<file path="src/rtl/wcrc_mon_pkg.sv">
// Shared definitions for the write CRC command legality monitor.
// Assumes rule indices map to codes as index+1, lowest code has priority.
package wcrc_mon_pkg;

    localparam int NUM_RULES = 5;

    // Rule positions inside the violation vector
    localparam int RULE_SAME_GAP  = 0;
    localparam int RULE_CROSS_GAP = 1;
    localparam int RULE_SPREG_WR  = 2;
    localparam int RULE_PDA       = 3;
    localparam int RULE_DBI_DM    = 4;

    typedef enum logic [2:0] {
        CMD_NONE     = 3'd0,
        CMD_WRITE    = 3'd1,
        CMD_READ     = 3'd2,
        CMD_SPREG_WR = 3'd3
    } cmd_e;

    typedef logic [NUM_RULES-1:0] rule_vec_t;

    // Code of the lowest-numbered rule set in v, 0 when v is empty
    function automatic logic [2:0] first_code(input rule_vec_t v);
        logic [2:0] c;
        c = 3'd0;
        for (int i = NUM_RULES - 1; i >= 0; i--) begin
            if (v[i]) c = 3'(i + 1);
        end
        return c;
    endfunction

endpackage

</file>
<file path="src/rtl/wcrc_gap_tracker.sv">
// Clock-distance tracker for write commands.
// Keeps one saturating counter per bank group plus one for any group, and
// the group of the most recent write. Counter value N means the last write
// was N clocks ago; reset loads the saturated value (no history).
// Assumes bank group values at or above NUM_BG never occur.
module wcrc_gap_tracker #(
    parameter int NUM_BG = 4,
    parameter int BG_W   = 2,
    parameter int CNT_W  = 4
) (
    input  logic             clk,
    input  logic             rst_n,
    input  logic             wr_fire,
    input  logic [BG_W-1:0]  wr_bg,
    output logic [CNT_W-1:0] same_gap,
    output logic [CNT_W-1:0] glob_gap,
    output logic [BG_W-1:0]  last_bg
);

    localparam logic [CNT_W-1:0] CNT_MAX = '1;
    localparam logic [CNT_W-1:0] CNT_ONE = CNT_W'(1);

    logic [CNT_W-1:0] grp_cnt [NUM_BG];

    for (genvar g = 0; g < NUM_BG; g++) begin : g_grp
        logic hit;
        assign hit = wr_fire && (wr_bg == BG_W'(g));

        // Per-group distance since the last write to this group
        always_ff @(posedge clk) begin
            if (!rst_n)                 grp_cnt[g] <= CNT_MAX;
            else if (hit)               grp_cnt[g] <= CNT_ONE;
            else if (grp_cnt[g] != CNT_MAX) grp_cnt[g] <= grp_cnt[g] + CNT_ONE;
        end


        grp_sat_hold_chk: assert property (@(posedge clk) disable iff (!rst_n)
            (grp_cnt[g] == CNT_MAX && !hit) |=> (grp_cnt[g] == CNT_MAX));
    end

    // Distance since the last write to any group, and that write's group
    always_ff @(posedge clk) begin
        if (!rst_n) begin
            glob_gap <= CNT_MAX;
            last_bg  <= '0;
        end else if (wr_fire) begin
            glob_gap <= CNT_ONE;
            last_bg  <= wr_bg;
        end else if (glob_gap != CNT_MAX) begin
            glob_gap <= glob_gap + CNT_ONE;
        end
    end

    // Select the counter of the group addressed by the current command
    always_comb begin
        same_gap = CNT_MAX;
        for (int g = 0; g < NUM_BG; g++) begin
            if (wr_bg == BG_W'(g)) same_gap = grp_cnt[g];
        end
    end


    glob_sat_hold_chk: assert property (@(posedge clk) disable iff (!rst_n)
        (glob_gap == CNT_MAX && !wr_fire) |=> (glob_gap == CNT_MAX));


    last_bg_hold_chk: assert property (@(posedge clk) disable iff (!rst_n)
        !wr_fire |=> $stable(last_bg));

endmodule

</file>
<file path="src/rtl/wcrc_rule_eval.sv">
// Combinational rule evaluation for the current cycle.
// Produces one bit per rule, all gated by the CRC enable. Spacing rules
// compare tracker distances with the spacing the preamble mode forbids.
// Assumes both forbidden spacings are below the counter saturation value.
module wcrc_rule_eval
    import wcrc_mon_pkg::*;
#(
    parameter int BG_W       = 2,
    parameter int CNT_W      = 4,
    parameter int SPACE_1TCK = 4,
    parameter int SPACE_2TCK = 6
) (
    input  logic             crc_en,
    input  logic             wr_fire,
    input  logic             spreg_fire,
    input  logic [BG_W-1:0]  wr_bg,
    input  logic [BG_W-1:0]  last_bg,
    input  logic [CNT_W-1:0] same_gap,
    input  logic [CNT_W-1:0] glob_gap,
    input  logic             wr_pre_2tck,
    input  logic             wr_dbi_en,
    input  logic             dm_en,
    input  logic             pda_en,
    output rule_vec_t        hits
);

    localparam logic [CNT_W-1:0] GAP_1TCK = CNT_W'(SPACE_1TCK);
    localparam logic [CNT_W-1:0] GAP_2TCK = CNT_W'(SPACE_2TCK);

    logic [CNT_W-1:0] forbid_gap;

    // Forbidden write spacing for the current preamble length
    always_comb forbid_gap = wr_pre_2tck ? GAP_2TCK : GAP_1TCK;

    // One bit per rule, nothing reported while CRC is off
    always_comb begin
        hits = '0;
        if (crc_en) begin
            hits[RULE_SAME_GAP]  = wr_fire && (same_gap == forbid_gap);
            hits[RULE_CROSS_GAP] = wr_fire && (wr_bg != last_bg) && (glob_gap == forbid_gap);
            hits[RULE_SPREG_WR]  = spreg_fire;
            hits[RULE_PDA]       = pda_en;
            hits[RULE_DBI_DM]    = wr_dbi_en && dm_en;
        end
    end

endmodule

</file>
<file path="src/rtl/wcrc_sticky_log.sv">
// Sticky violation record.
// Flags accumulate every rule hit; the code records the first violation
// (lowest code on a tie). A synchronous clear beats same-cycle hits.
module wcrc_sticky_log
    import wcrc_mon_pkg::*;
(
    input  logic      clk,
    input  logic      rst_n,
    input  logic      clear,
    input  rule_vec_t hits,
    output rule_vec_t flags_q,
    output logic [2:0] code_q
);

    // Accumulate flags and latch the first code
    always_ff @(posedge clk) begin
        if (!rst_n || clear) begin
            flags_q <= '0;
            code_q  <= 3'd0;
        end else begin
            flags_q <= flags_q | hits;
            if (flags_q == '0 && hits != '0) code_q <= first_code(hits);
        end
    end


    flag_keep_chk: assert property (@(posedge clk) disable iff (!rst_n)
        (!clear && flags_q != '0) |=> ((flags_q & $past(flags_q)) == $past(flags_q)));


    code_hold_chk: assert property (@(posedge clk) disable iff (!rst_n)
        (!clear && code_q != 3'd0) |=> (code_q == $past(code_q)));


    code_flag_agree_chk: assert property (@(posedge clk) disable iff (!rst_n)
        ((code_q != 3'd0) == (flags_q != '0)));


    clear_empty_chk: assert property (@(posedge clk) disable iff (!rst_n)
        clear |=> (flags_q == '0 && code_q == 3'd0));

endmodule

</file>
<file path="src/rtl/wcrc_cmd_monitor.sv">
// Write CRC command legality monitor, top level.
// Decodes the command strobe, feeds the distance tracker, evaluates the
// rules and keeps sticky results. Observes only; drives nothing back.
// Assumes inputs are synchronous to clk and one command per cycle at most.
module wcrc_cmd_monitor
    import wcrc_mon_pkg::*;
#(
    parameter int NUM_BG     = 4,
    parameter int BG_W       = (NUM_BG > 1) ? $clog2(NUM_BG) : 1,
    parameter int CNT_W      = 4,
    parameter int SPACE_1TCK = 4,
    parameter int SPACE_2TCK = 6
) (
    input  logic                 clk,
    input  logic                 rst_n,
    input  logic                 clear,
    input  logic                 cmd_valid,
    input  logic [2:0]           cmd_type,
    input  logic [BG_W-1:0]      bank_group,
    input  logic                 wr_pre_2tck,
    input  logic                 crc_en,
    input  logic                 wr_dbi_en,
    input  logic                 rd_dbi_en,
    input  logic                 dm_en,
    input  logic                 pda_en,
    output logic [NUM_RULES-1:0] viol_flags,
    output logic [2:0]           viol_code
);

    logic             wr_fire;
    logic             spreg_fire;
    logic [CNT_W-1:0] same_gap;
    logic [CNT_W-1:0] glob_gap;
    logic [BG_W-1:0]  last_bg;
    rule_vec_t        hits;
    rule_vec_t        flags_q;
    logic             rd_dbi_unused;

    // Read inversion takes part in no rule; it is legal with masking
    assign rd_dbi_unused = rd_dbi_en;

    // Command decode
    always_comb begin
        wr_fire    = cmd_valid && (cmd_e'(cmd_type) == CMD_WRITE);
        spreg_fire = cmd_valid && (cmd_e'(cmd_type) == CMD_SPREG_WR);
    end

    wcrc_gap_tracker #(
        .NUM_BG (NUM_BG),
        .BG_W   (BG_W),
        .CNT_W  (CNT_W)
    ) u_gap (
        .clk      (clk),
        .rst_n    (rst_n),
        .wr_fire  (wr_fire),
        .wr_bg    (bank_group),
        .same_gap (same_gap),
        .glob_gap (glob_gap),
        .last_bg  (last_bg)
    );

    wcrc_rule_eval #(
        .BG_W       (BG_W),
        .CNT_W      (CNT_W),
        .SPACE_1TCK (SPACE_1TCK),
        .SPACE_2TCK (SPACE_2TCK)
    ) u_rules (
        .crc_en      (crc_en),
        .wr_fire     (wr_fire),
        .spreg_fire  (spreg_fire),
        .wr_bg       (bank_group),
        .last_bg     (last_bg),
        .same_gap    (same_gap),
        .glob_gap    (glob_gap),
        .wr_pre_2tck (wr_pre_2tck),
        .wr_dbi_en   (wr_dbi_en),
        .dm_en       (dm_en),
        .pda_en      (pda_en),
        .hits        (hits)
    );

    wcrc_sticky_log u_log (
        .clk     (clk),
        .rst_n   (rst_n),
        .clear   (clear),
        .hits    (hits),
        .flags_q (flags_q),
        .code_q  (viol_code)
    );

    assign viol_flags = flags_q;


    crc_off_quiet_chk: assert property (@(posedge clk) disable iff (!rst_n)
        (!crc_en && !clear && flags_q == '0) |=> (viol_flags == '0));


    rd_dbi_mask_legal_chk: assert property (@(posedge clk) disable iff (!rst_n)
        (!clear && flags_q == '0 && !cmd_valid && !pda_en && !wr_dbi_en
         && rd_dbi_unused && dm_en) |=> (viol_flags == '0));


    spreg_flag_chk: assert property (@(posedge clk) disable iff (!rst_n)
        (crc_en && spreg_fire && !clear) |=> viol_flags[RULE_SPREG_WR]);

endmodule

</file>
<file path="config.mk">
export PLATFORM = sky130hd
export DESIGN_NAME = wcrc_cmd_monitor
export DESIGN_NICKNAME = d
export VERILOG_FILES = /design/src/rtl/wcrc_mon_pkg.sv /design/src/rtl/wcrc_gap_tracker.sv /design/src/rtl/wcrc_rule_eval.sv /design/src/rtl/wcrc_sticky_log.sv /design/src/rtl/wcrc_cmd_monitor.sv
export SDC_FILE = /design/constraint.sdc
export NUM_CORES = 1
export LEC_CHECK = 0
export CAP_MARGIN = 20
export CORE_UTILIZATION = 40
export DETAILED_ROUTE_END_ITERATION = 12
export DONT_BUFFER_PORTS = 1
export SYNTH_ARGS = -nofsm -noshare
export SYNTH_HDL_FRONTEND = slang
export SYNTH_SLANG_ARGS = --single-unit
</file>
<file path="constraint.sdc">
create_clock -name clk -period 1.75 [get_ports clk]
set_clock_uncertainty 0.1 [all_clocks]
set_input_delay 0.525 -clock clk [delete_from_list [all_inputs] [get_ports clk]]
set_output_delay 0.525 -clock clk [all_outputs]
set_load 0.02 [all_outputs]
</file>
# Word-level counts from Yosys, hierarchy flattened
# Memories as Yosys holds them, arrays and structs flattened.
# Index checks and enable logic that the tools add are counted.
[op_classes]
n_addsub = 5
eq_ne = 13
n_mux = 50
bitwise_logic = 10
n_reduce_logical = 18
[ops]
columns = ["cell", "n"]
rows = [
  ["two-way mux 4 bit", 14],
  ["two-way mux 1 bit", 29],
  ["adder 4 x 1 -> 4 bit (second input constant)", 5],
  ["inequality test 4 bit (second input constant)", 5],
  ["two-way mux 3 bit", 5],
  ["logical AND 1 bit", 11],
  ["equality test 4 bit", 2],
  ["bitwise OR 1 bit", 8],
  ["zero test 5 bit", 1],
  ["two-way mux 5 bit", 1],
  ["bitwise OR 5 bit", 1],
  ["nonzero test 5 bit", 1],
  ["equality test 2 bit (second input constant)", 2],
  ["equality test 3 x 1 -> 1 bit (second input constant)", 1],
  ["equality test 3 x 2 -> 1 bit (second input constant)", 1],
  ["equality test 2 x 1 -> 1 bit (second input constant)", 1],
  ["zero test 2 bit", 1],
  ["two-way mux 2 bit", 1],
  ["inequality test 2 bit", 1],
  ["nonzero test 2 bit", 1],
  ["OR reduction 2 bit", 1],
  ["zero test 1 bit", 1],
  ["logical OR 1 bit", 1],
  ["inverter 1 bit", 1],
]
[totals]
ff_bits = 14
ramBits = 16
word_cells = 102
mem_count = 1
[memory_table]
columns = ["memory", "words", "word_bits", "rd", "rd_ports_with_merged_regs", "wr", "line", "source"]
rows = [
  ["u_gap.grp_cnt", 4, 4, 4, 0, 4, "wcrc_gap_tracker.sv:23", "logic [CNT_W-1:0] grp_cnt [NUM_BG];"],
]

# Logic depth before layout (Yosys ltp)
# Gate-level depths: netlist (run 1).
[logic_depth]
ltp_word = 13
ltp_mapped = 6

# By module
# Synthesis (run 1) repeated with hierarchy kept, for this count alone.
[hier_totals]
hier_cells = 159
hier_area_um2 = 1689.1
[modules_own_cells]
columns = ["mod", "n_inst", "cells_per_inst", "area_each_um2", "seq_area_each_um2"]
rows = [
  ["wcrc_gap_tracker", 1, 111, 1242.4, 600.6],
  ["wcrc_sticky_log", 1, 35, 327.8, 160.2],
  ["wcrc_rule_eval", 1, 11, 95.1, 0.0],
  ["wcrc_cmd_monitor", 1, 2, 23.8, 0.0],
]

# Least setup slack after synthesis (run 1)
# Ideal clock, no wire load.
[synth_path]
path_kind = "in2reg"
startpoint = "input port cmd_type[0]"
endpoint = "memory u_gap.grp_cnt[0][0], enable pin"
setup_ps = 312
arrival_ps = 1448
required_ps = 1338
slack_ps = -111
path_stages = 4
n_path_buf = 0
cell_sequence = "nor2b_1 -> nand3b_1 -> or3_2 -> nand3_1"
[synth_rtl]
columns = ["item", "line", "source"]
rows = [
  ["from (decl)", "wcrc_cmd_monitor.sv:18", "input logic [2:0] cmd_type,"],
  ["to (decl)", "wcrc_gap_tracker.sv:23", ""],
]

==> metrics.cfg, run 1 <==
[global_route]
grt_usage_pct=16.51
grt_pass1_wl_um=5506
grt_pass1_vias=1212
grt_max_degree=28
overflow=0
antenna_found_initial=0

[critical_path]
path_class=reg -> reg
endpoint_kind=register
path_max_fanout=4
worstReg2RegStart=u_gap.grp_cnt[3][0]
arrival_ns=1.73
worstSetupStartpoint=u_gap.grp_cnt[3][0]
cp.required_ns=1.80
critPathLaunchType=register

[timing]
worst_slew_pin_slew_ns=0.3014
finalCritPeriodShare_pct=95.85
hold_violations=0
hold_ws_ns=0.2328
fin_ws_ns=0.07269
rsz0062_at_grt=yes
period_minus_slack_ns=1.677
slew_viol_final=0
max_freq_mhz=596.2
setup_viol=0
slew_headroom_pct=79.91
setup_tns_ns=0

[cts]
htree_levels=2
clkTransAtPathRegs_ns=0.06
cts_root_buf=clkbuf_8
cts.sinks=30
hold_buffers=0
numCtsBuffers=5
worstSkewPairLatency_ns=0.27
cts_tree=done
cts.path.max_buffers=2

[placement]
dpl_worst_slack_ns=-0.08501
place_area_mm2=0.001764
hpwl_um=2535
gp_congestion=0.7486
port_buffers=0

[floorplanning]
die_x_um=66.38
fp-row-count=23
core_mm2=0.004000
dieHeight_um=66.38
die_area_mm2=0.004406
num_io_pins=23
initial_utilization_pct=41.45

[hold_path]
hp-class=in -> reg
hold_start=rst_n

[routing]
wl_per_cell_um=14.14
vias=1338
first_pass_iters=4
vias_per_cell=5.575
antenna_left=0
drc=0
drt_iter0_drc=47
wirelength_um=3393

[synthesis]
synth_warnings=0
synthSimpleGateAreaFrac_pct=28.91
syn_nets=196
synth-xor-area-share_pct=2.642
postSynth.asyncResetShare_pct=0
synthMuxAreaShare_pct=4.377
yosys_register_bits=30
synth_fa_ha_area_share_pct=3.774
synth_ff_type=edfxtp_1
netlist_area_mm2=0.001658
synth_top_family_by_area=simple AND/OR/NAND/NOR gates
syn_area_per_cell_um2=9.420
synth-compound-area-share_pct=11.85
ys_seq_area_share_pct=45.89
synth.distinct_cells=41
synth_cells=176
synth_edf_count=16

[power]
ir_drop_mv=0.7191
p_seq_share_pct=42.4
total_power_mw=2.868
p_int_mw=1.897
switching_share_pct=33.84
combPwrFrac_pct=39.8
power.density_mw_per_mm2=1513
pwr-share-clk_pct=17.8
switchingPower_mw=0.9706
leakage_nw=0.7152

[outcome]
outcome=finished clean

[cells_and_area]
design_area_mm2=0.001896
area_delta_synth_final_pct=14.34
diodes=0
nets=210
final_layout_size_suffix_gt1_share_pct=16.84

[job]
maxCapViolations=0

## through the flow
stage / cells / util (%)
finish: 240 / 47.39
global route: 240 / 47.39
CTS: 234 / 46.07
detailed placement: 227 / 44.10
global placement: 227 / 44.10
floorplan: 176 / -
## critical path: stages, from the launching register on
cell      delay (ns)
edfxtp_1        0.42
or4bb_1         0.52
nand3_1         0.14
nand4b_1        0.15
a31oi_1         0.16
nor3_1          0.07
## repair_timing
item,in CTS,in global routing
hold endpoints to repair,0,0
setup buffers,0,6
endpoints found under the setup margin,0,4
gates resized for setup,0,1
## cell type report
class                      instances  area (um^2)
clock buffer                       5        68.82
clock inverter                     2        10.01
fill                             372         2105
inverter                           3        11.26
multi-input combinational        137        884.6
sequential                        30        760.7
tap                               50        62.56
timing repair buffer              13        97.59
## routing by layer
| metal | track usage (%) | vias to the layer above | wire (um) |
|---|---|---|---|
| met5 | 0 | - | 0 |
| met4 | 4.787 | 0 | 10 |
| met3 | 5.172 | 2 | 155 |
| met2 | 25.51 | 26 | 1598 |
| met1 | 21.96 | 640 | 1628 |
| li1 | - | 670 | - |
## worst paths after layout
| path | endpoint | slack (ns) | depth (start not counted) |
|---|---|---|---|
| min reg2reg | u_gap.last_bg[1] | 0.38 | 2 |
| min | u_gap.glob_gap[3] | 0.23 | 1 |
| max | u_log.code_q[2] | 0.07 | 5 |
| max reg2reg | u_log.code_q[2] | 0.07 | 5 |
## power groups by stage
stage / Sequential [mW] / Clock, mW / Combinational, mW
after detailed placement: 1.25 / 0 / 1.02
final: 1.22 / 0.510 / 1.14
after global placement: 1.23 / 0 / 0.966
after CTS: 1.23 / 0.528 / 1.02
after floorplan: 1.19 / 0 / 0.868
after global routing: 1.25 / 0.555 / 1.30
## Yosys cell counts, drive strengths merged, types with 3 or more instances
cell	n	area share, %
nor2	20	4.5
edfxtp	16	29
nand3	16	4.8
o21ai	16	4.8
nand2	15	3.4
dfxtp	14	17
a21oi	6	1.8
and3	5	1.9
ha	5	3.8
mux2i	5	3.0
nand2b	5	1.9
nand4b	5	2.6
nor3	5	1.5
clkbuf	4	0.91
inv	3	0.68
nor2b	3	1.1
xnor2	3	1.6
## cell usage in the layout, fill, tap and decap left out, types with 5 or more instances in the layout
| cell | synthesis | layout |
|---|---|---|
| buf_4 | 0 | 13 |
| edfxtp_1 | 16 | 16 |
| o21ai_0 | 16 | 16 |
| nand2b_1 | 5 | 5 |
| nor2_1 | 20 | 20 |
| nand4b_1 | 5 | 5 |
| mux2i_1 | 5 | 5 |
| nand3_1 | 16 | 13 |
| nor3_1 | 5 | 5 |
| clkbuf_8 | 0 | 5 |
| a21oi_1 | 6 | 6 |
| ha_1 | 5 | 5 |
| and3_1 | 5 | 5 |
| dfxtp_1 | 14 | 14 |
| nand2_1 | 15 | 15 |
## cell families (layout without fill, tap and decap cells)
group                    Yosys count  in the layout
multiplexers                       6              6
adder cells (fa/ha/maj)            5              5
buffers and inverters              9             23
XOR/XNOR                           5              5
flip-flops                        30             30
AND/OR/NAND/NOR                   88             88
AO/OA/AOI/OAI                     33             33
## state kept, by name (all words and copies together) (netlist names)
register and cells:
u_log.flags_q 5, u_log.code_q 3, u_gap.grp_cnt 16, u_gap.last_bg 2, u_gap.glob_gap 4
Note: power is estimated with default switching activity, not from simulation.
==> inputs of run 2 (changes only) <==
--- a/config.mk
+++ b/config.mk
@@ -9,6 +9,7 @@
 export CORE_UTILIZATION = 40
 export DETAILED_ROUTE_END_ITERATION = 12
 export DONT_BUFFER_PORTS = 1
+export RECOVER_POWER = 25
 export SYNTH_ARGS = -nofsm -noshare
 export SYNTH_HDL_FRONTEND = slang
 export SYNTH_SLANG_ARGS = --single-unit
==> run 2 against run 1 <==
Combinational power is essentially flat. Global-route usage is the same. Wire length grew 0.24%. Via count shrank 0.60%. Sequential cell count is the same. Clock power is essentially flat. Critical endpoint unchanged.
==> metrics.cfg, run 2 (synthesis gave the netlist of run 1 again) <==
[power]
leakage_nw=0.7111  ; was 0.7152 nW
ir_drop_mv=0.7204  ; was 0.7191 mV
power.density_mw_per_mm2=1519  ; was 1513 mW/mm^2

[routing]
drc=0  ; unchanged
first_pass_iters=4  ; unchanged
vias_per_cell=5.542  ; was 5.575
wirelength_um=3401  ; was 3393 um
vias=1330  ; was 1,338
drt_iter0_drc=42  ; was 47
wl_per_cell_um=14.17  ; was 14.14 um
antenna_left=0  ; unchanged

[timing]
finalCritPeriodShare_pct=95.87  ; was 95.85%
hold_violations=0  ; unchanged
slew_viol_final=0  ; unchanged
fin_ws_ns=0.07224  ; was 0.07269 ns
rsz0062_at_grt=yes  ; unchanged
slew_headroom_pct=80.45  ; was 79.91%
setup_viol=0  ; unchanged
worst_slew_pin_slew_ns=0.2911  ; was 0.3014 ns
period_minus_slack_ns=1.678  ; was 1.677 ns
hold_ws_ns=0.2292  ; was 0.2328 ns
max_freq_mhz=596.0  ; was 596.2 MHz

[placement]
dp.cells=227  ; unchanged
hpwl_um=2535  ; unchanged
gp_congestion=0.7486  ; unchanged
dpl_worst_slack_ns=-0.08501  ; unchanged
port_buffers=0  ; unchanged

[global_route]
grt_max_degree=28  ; unchanged
grt_pass1_wl_um=5506  ; unchanged
antenna_found_initial=0  ; unchanged
grt_usage_pct=16.51  ; unchanged
overflow=0  ; unchanged
grt_pass1_vias=1212  ; unchanged

[floorplanning]
die_area_mm2=0.004406  ; unchanged
core_mm2=0.004000  ; unchanged
die_x_um=66.38  ; unchanged
fp-row-count=23  ; unchanged
initial_utilization_pct=41.45  ; unchanged
dieHeight_um=66.38  ; unchanged
num_io_pins=23  ; unchanged

[cells_and_area]
area_delta_synth_final_pct=13.96  ; was 14.34%
fin_cells=240  ; unchanged
final_common_cell=nor2_1  ; unchanged
regMostFlops=u_gap.grp_cnt  ; unchanged
layout_common_cells=nor2_1, o21ai_0, edfxtp_1  ; unchanged
largest_reg_flops=16  ; unchanged
utilization_pct=47.23  ; was 47.39%
reg_top3=u_gap.grp_cnt (16), u_log.flags_q (5), u_gap.glob_gap (4)  ; unchanged
diodes=0  ; unchanged
nets=210  ; unchanged
final_layout_size_suffix_gt1_share_pct=15.79  ; was 16.84%

[critical_path]
arrival_ns=1.73  ; about the same
rr_worst_depth=5  ; unchanged
path_max_fanout=4  ; unchanged
critPathLaunchType=register  ; unchanged
endpoint_kind=register  ; unchanged
path_class=reg -> reg  ; unchanged
cp.required_ns=1.81  ; was 1.80 ns

[hold_path]
worstHoldPathCells=1  ; unchanged
hp-class=in -> reg  ; unchanged

[cts]
clkTransAtPathRegs_ns=0.06  ; about the same
cts_tree=done  ; unchanged
cts_root_buf=clkbuf_8  ; unchanged
numCtsBuffers=5  ; unchanged
cts.path.max_buffers=2  ; unchanged
htree_levels=2  ; unchanged
cts.sinks=30  ; unchanged
worstSkewPairLatency_ns=0.28  ; was 0.27 ns

[job]
maxCapViolations=0  ; unchanged

[outcome]
outcome=finished clean  ; unchanged

run 2: changes by cell type in the layout (fill, tap and decap cells not counted), sizes merged:
cell	before	now
buf	13	12
clkbuf	5	6
run 2: area by class of cell:
cell class | instances | area (um^2)
multi-input combinational | 137 | 882.1
inverter | 3 | 11.26
sequential | 30 | 760.7
fill | 374 | 2111
tap | 50 | 62.56
timing repair buffer | 13 | 93.84
clock buffer | 5 | 68.82
clock inverter | 2 | 10.01
run 2: critical path, stage by stage, from the launching register on:
cell and delay [ns]:
edfxtp_1 0.42, or4bb_1 0.52, nand3_1 0.14, nand4b_1 0.15, a31oi_1 0.16, nor3_1 0.07
run 2: worst paths after layout:
kind / slack [ns] / to / startpoint
worst min-delay path: 0.23 / u_gap.glob_gap[3] / rst_n
worst max-delay path: 0.07 / u_log.code_q[2] / u_gap.grp_cnt[3][0]
worst min register to register: 0.38 / u_gap.last_bg[1] / u_gap.last_bg[1]
worst max register to register: 0.07 / u_log.code_q[2] / u_gap.grp_cnt[3][0]
run 2: report_power, final:
group	switching, mW	internal, mW
clock	0.247	0.266
combinational	0.546	0.594
sequential	0.181	1.04
total	0.974	1.90
run 2: routing by layer:
metal,track usage (%),part of all wire [%],up-vias,wire length (um)
li1,-,-,670,-
met2,25.51,46,14,1580
met4,4.787,0.88,0,30
met1,21.96,49,642,1653
met3,5.172,4.0,4,137
met5,0,0,-,0
run 2: repair_timing:
item,CTS,global route
setup endpoints to repair,0,4
hold buffers,0,0
gates resized for setup,0,1
setup buffers,0,6
run 2: per-stage QoR:
step / area (um^2) / power [mW] / TNS (ns)
6_report: 1889 / 2.871 / 0
3_5_place_dp: 1764 / 2.262 / -0.9455
3_3_place_gp: 1764 / 2.198 / -0.5810
4_1_cts: 1843 / 2.783 / 0
5_1_grt: 1889 / 3.099 / -0.02780
2_1_floorplan: 1680 / 2.058 / 0
==> inputs of run 3 (changes only) <==
--- a/config.mk
+++ b/config.mk
@@ -5,6 +5,7 @@
 export SDC_FILE = /design/constraint.sdc
 export NUM_CORES = 1
 export LEC_CHECK = 0
+export ABC_AREA = 1
 export CAP_MARGIN = 20
 export CORE_UTILIZATION = 40
 export DETAILED_ROUTE_END_ITERATION = 12
@@ -13,3 +14,4 @@
 export SYNTH_ARGS = -nofsm -noshare
 export SYNTH_HDL_FRONTEND = slang
 export SYNTH_SLANG_ARGS = --single-unit
+export TNS_END_PERCENT = 50
==> run 3 against run 2 <==
Design area is 5.7% higher. Sequential power shrank 19%. Core utilization is 1.3 points higher. Wire length grew 0.85%. Die area increased by 6.3%. Area after synthesis rose by 6.5%. First-iteration DRC count increased by 110%. Combinational power is 52% lower. Maximum frequency up 2.1%. Sequential share of layout area shrank 2.2 points. Register-to-register slack improved by 0.098 ns. Power shrank 28%. Largest cell class unchanged.
==> metrics.cfg, run 3 <==
[outcome]
outcome=finished clean  ; unchanged

[power]
power.density_mw_per_mm2=1038  ; was 1519 mW/mm^2
total_power_mw=2.072  ; was 2.871 mW
leakage_nw=0.9239  ; was 0.7111 nW
ir_drop_mv=0.5162  ; was 0.7204 mV

[synthesis]
netlist_area_mm2=0.001765  ; was 0.001658 mm^2
synth_cells=232  ; was 176
syn_area_per_cell_um2=7.610  ; was 9.420 um^2
ys_seq_area_share_pct=43.09  ; was 45.89%
yosys_register_bits=30  ; unchanged
synth_top_family_by_area=simple AND/OR/NAND/NOR gates  ; unchanged
synth_top_cells_by_area=edfxtp_1, dfxtp_1, nand2_1, inv_1, nand3_1  ; was edfxtp_1, dfxtp_1, nand3_1, o21ai_0, nor2_1
synth_top_area_share_pct=27.21  ; was 28.98%
synthSimpleGateAreaFrac_pct=30.90  ; was 28.91%
synthMuxAreaShare_pct=0  ; was 4.377%
synth-compound-area-share_pct=8.292  ; was 11.85%
synth_fa_ha_area_share_pct=3.544  ; was 3.774%
syn_nets=252  ; was 196
synth.distinct_cells=29  ; was 41
synth_warnings=0  ; unchanged
synth_ff_type=edfxtp_1  ; unchanged
yosys.area.top_type=edfxtp_1  ; unchanged
yosysMostFrequentCell=nand2_1  ; was nor2_1
synth_top_cells_by_count=nand2_1, inv_1, nand3_1, nor2_1, edfxtp_1  ; was nor2_1, edfxtp_1, nand3_1, o21ai_0, nand2_1
synth-xor-area-share_pct=3.969  ; was 2.642%
synth_edf_count=16  ; unchanged
postSynth.asyncResetShare_pct=0  ; unchanged

[critical_path]
path_max_fanout=5  ; was 4
arrival_ns=1.71  ; was 1.73 ns
critPathLaunchType=primary input  ; was register
path_class=in -> reg  ; was reg -> reg
crit_buf_inv=2  ; was 0
cp.required_ns=1.81  ; about the same
crit_top_cell=nand2_1
cp_top_family=simple AND/OR/NAND/NOR gates  ; unchanged
crit_path_top_delay_cell=clkbuf_1  ; was or4bb_1
crit_path_max_incr_delay_ns=0.25  ; was 0.52 ns
path_cells=inv_1 > nand3_1 > nor2_4 > clkbuf_1 > nand3_2 > nand2_2 > nor2_2 > o21ai_1 > nand2_1 > nand2_1 > a21oi_1  ; was or4bb_1 > nand3_1 > nand4b_1 > a31oi_1 > nor3_1
reg2reg_slack_ns=0.17  ; was 0.07 ns
endpoint_kind=register  ; unchanged

[timing]
rsz0062_at_grt=no  ; was yes
worst_slew_pin_slew_ns=0.3230  ; was 0.2911 ns
setup_viol=0  ; unchanged
slew_headroom_pct=78.30  ; was 80.45%
max_freq_mhz=608.7  ; was 596.0 MHz
period_minus_slack_ns=1.643  ; was 1.678 ns
hold_violations=0  ; unchanged
finalCritPeriodShare_pct=93.87  ; was 95.87%
slew_viol_final=0  ; unchanged

[cts]
htree_levels=2  ; unchanged
cts_tree=done  ; unchanged
postCtsSetupRepairBufs=0  ; unchanged
hold_buffers=0  ; unchanged
clkTransAtPathRegs_ns=0.06  ; about the same
cts.sinks=30  ; unchanged
worstSkewPairLatency_ns=0.28  ; about the same
ctsResizeCount=0  ; unchanged
cts_root_buf=clkbuf_8  ; unchanged
numCtsBuffers=5  ; unchanged
cts.path.max_buffers=2  ; unchanged

[placement]
gp_congestion=0.7487  ; was 0.7486
place_area_mm2=0.001922  ; was 0.001764 mm^2
port_buffers=0  ; unchanged
hpwl_um=2679  ; was 2535 um

[global_route]
overflow=0  ; unchanged
grt_pass1_vias=1387  ; was 1,212
grt_usage_pct=17.50  ; was 16.51%
antenna_found_initial=0  ; unchanged
grt_pass1_wl_um=5830  ; was 5506 um
grt_max_degree=13  ; was 28

[cells_and_area]
utilization_pct=48.53  ; was 47.23%
final_layout_size_suffix_gt1_share_pct=14.62  ; was 15.79%
nets=272  ; was 210
reg_top3=u_gap.grp_cnt (16), u_log.flags_q (5), u_gap.glob_gap (4)  ; unchanged
final_common_cell=nand2_1  ; was nor2_1
diodes=0  ; unchanged
area_delta_synth_final_pct=13.11  ; was 13.96%
layout_common_cells=nand2_1, inv_1, nand3_1  ; was nor2_1, o21ai_0, edfxtp_1
design_area_mm2=0.001997  ; was 0.001889 mm^2
regMostFlops=u_gap.grp_cnt  ; unchanged
largest_reg_flops=16  ; unchanged

[routing]
wirelength_um=3430  ; was 3401 um
drc=0  ; unchanged
vias=1472  ; was 1,330
antenna_left=0  ; unchanged
wl_per_cell_um=11.32  ; was 14.17 um
drt_iter0_drc=88  ; was 42
vias_per_cell=4.858  ; was 5.542
first_pass_iters=4  ; unchanged

[floorplanning]
die_x_um=68.44  ; was 66.38 um
core_mm2=0.004115  ; was 0.004000 mm^2
dieHeight_um=68.44  ; was 66.38 um
fp-row-count=23  ; unchanged
initial_utilization_pct=42.90  ; was 41.45%
num_io_pins=23  ; unchanged
die_area_mm2=0.004683  ; was 0.004406 mm^2

[hold_path]
hp-class=in -> reg  ; unchanged

[job]
maxCapViolations=0  ; unchanged

## run 3: changes by cell type after synthesis, moves of 5 or more
cell | previous run | this run
and3_1 | 5 | 0
inv_1 | 3 | 39
mux2i_1 | 5 | 0
nand2_1 | 15 | 53
nand2b_1 | 5 | 0
nand3_1 | 16 | 27
nand4b_1 | 5 | 0
## run 3: area by class of cell
type / count / area, um^2
Tap cell: 50 / 62.56
Timing Repair Buffer: 16 / 112.6
Clock buffer: 6 / 72.57
Sequential cell: 30 / 760.7
Inverter: 41 / 153.9
Clock inverter: 2 / 10.01
Fill cell: 441 / 2118
Multi-Input combinational cell: 158 / 824.5
## run 3: power breakdown
group | switching (mW) | internal [mW]
Sequential | 0.109 | 0.883
Clock | 0.257 | 0.275
Combinational | 0.303 | 0.245
## run 3: kinds of logic (layout without fill, tap and decap cells)
logic type / count (synthesis) / in the layout
AOI/OAI and AO/OA: 28 / 28
xor gates and xnor gates: 8 / 8
buffers and inverters: 44 / 65
and+or+nand+nor: 117 / 117
adders and majority gates: 5 / 5
DFF: 30 / 30
## run 3: worst reg2reg max path, cell delays in order, from the launching register on
cell	delay, ns
edfxtp_1	0.45
ha_1	0.26
nand3_1	0.09
nand3_1	0.12
buf_4	0.15
o21ai_2	0.07
o21ai_0	0.10
## run 3: final timing paths
check,startpoint,end,cells past startpoint
hold / removal,rst_n,u_gap.glob_gap[3],1
setup reg to reg,u_gap.grp_cnt[1][0],u_gap.grp_cnt[1][2],6
setup / recovery,cmd_type[2],u_log.code_q[1],11
hold reg to reg,u_gap.last_bg[0],u_gap.last_bg[0],2
## run 3: per-layer routing
layer	vias to the layer above	GRT usage [%]	part of all wire [%]
met2	32	30.27	46
met4	0	8.594	1.8
met5	-	0	0
met1	643	19.86	47
met3	8	4.333	4.8
li1	789	-	-
## run 3: stage by stage
step | hold slack [ns] | std cells | worst slack, ns | TNS (ns)
final | 0.2166 | 303 | 0.1072 | 0
after global routing | 0.2039 | 303 | 0.01580 | 0
after CTS | 0.2066 | 303 | 0.1534 | 0
after detailed placement | 0.3895 | 295 | -0.1213 | -1.024
after global placement | 0.3780 | 295 | -0.09887 | -0.6617
after floorplan | 0.3603 | 232 | -0.004195 | -0.01678
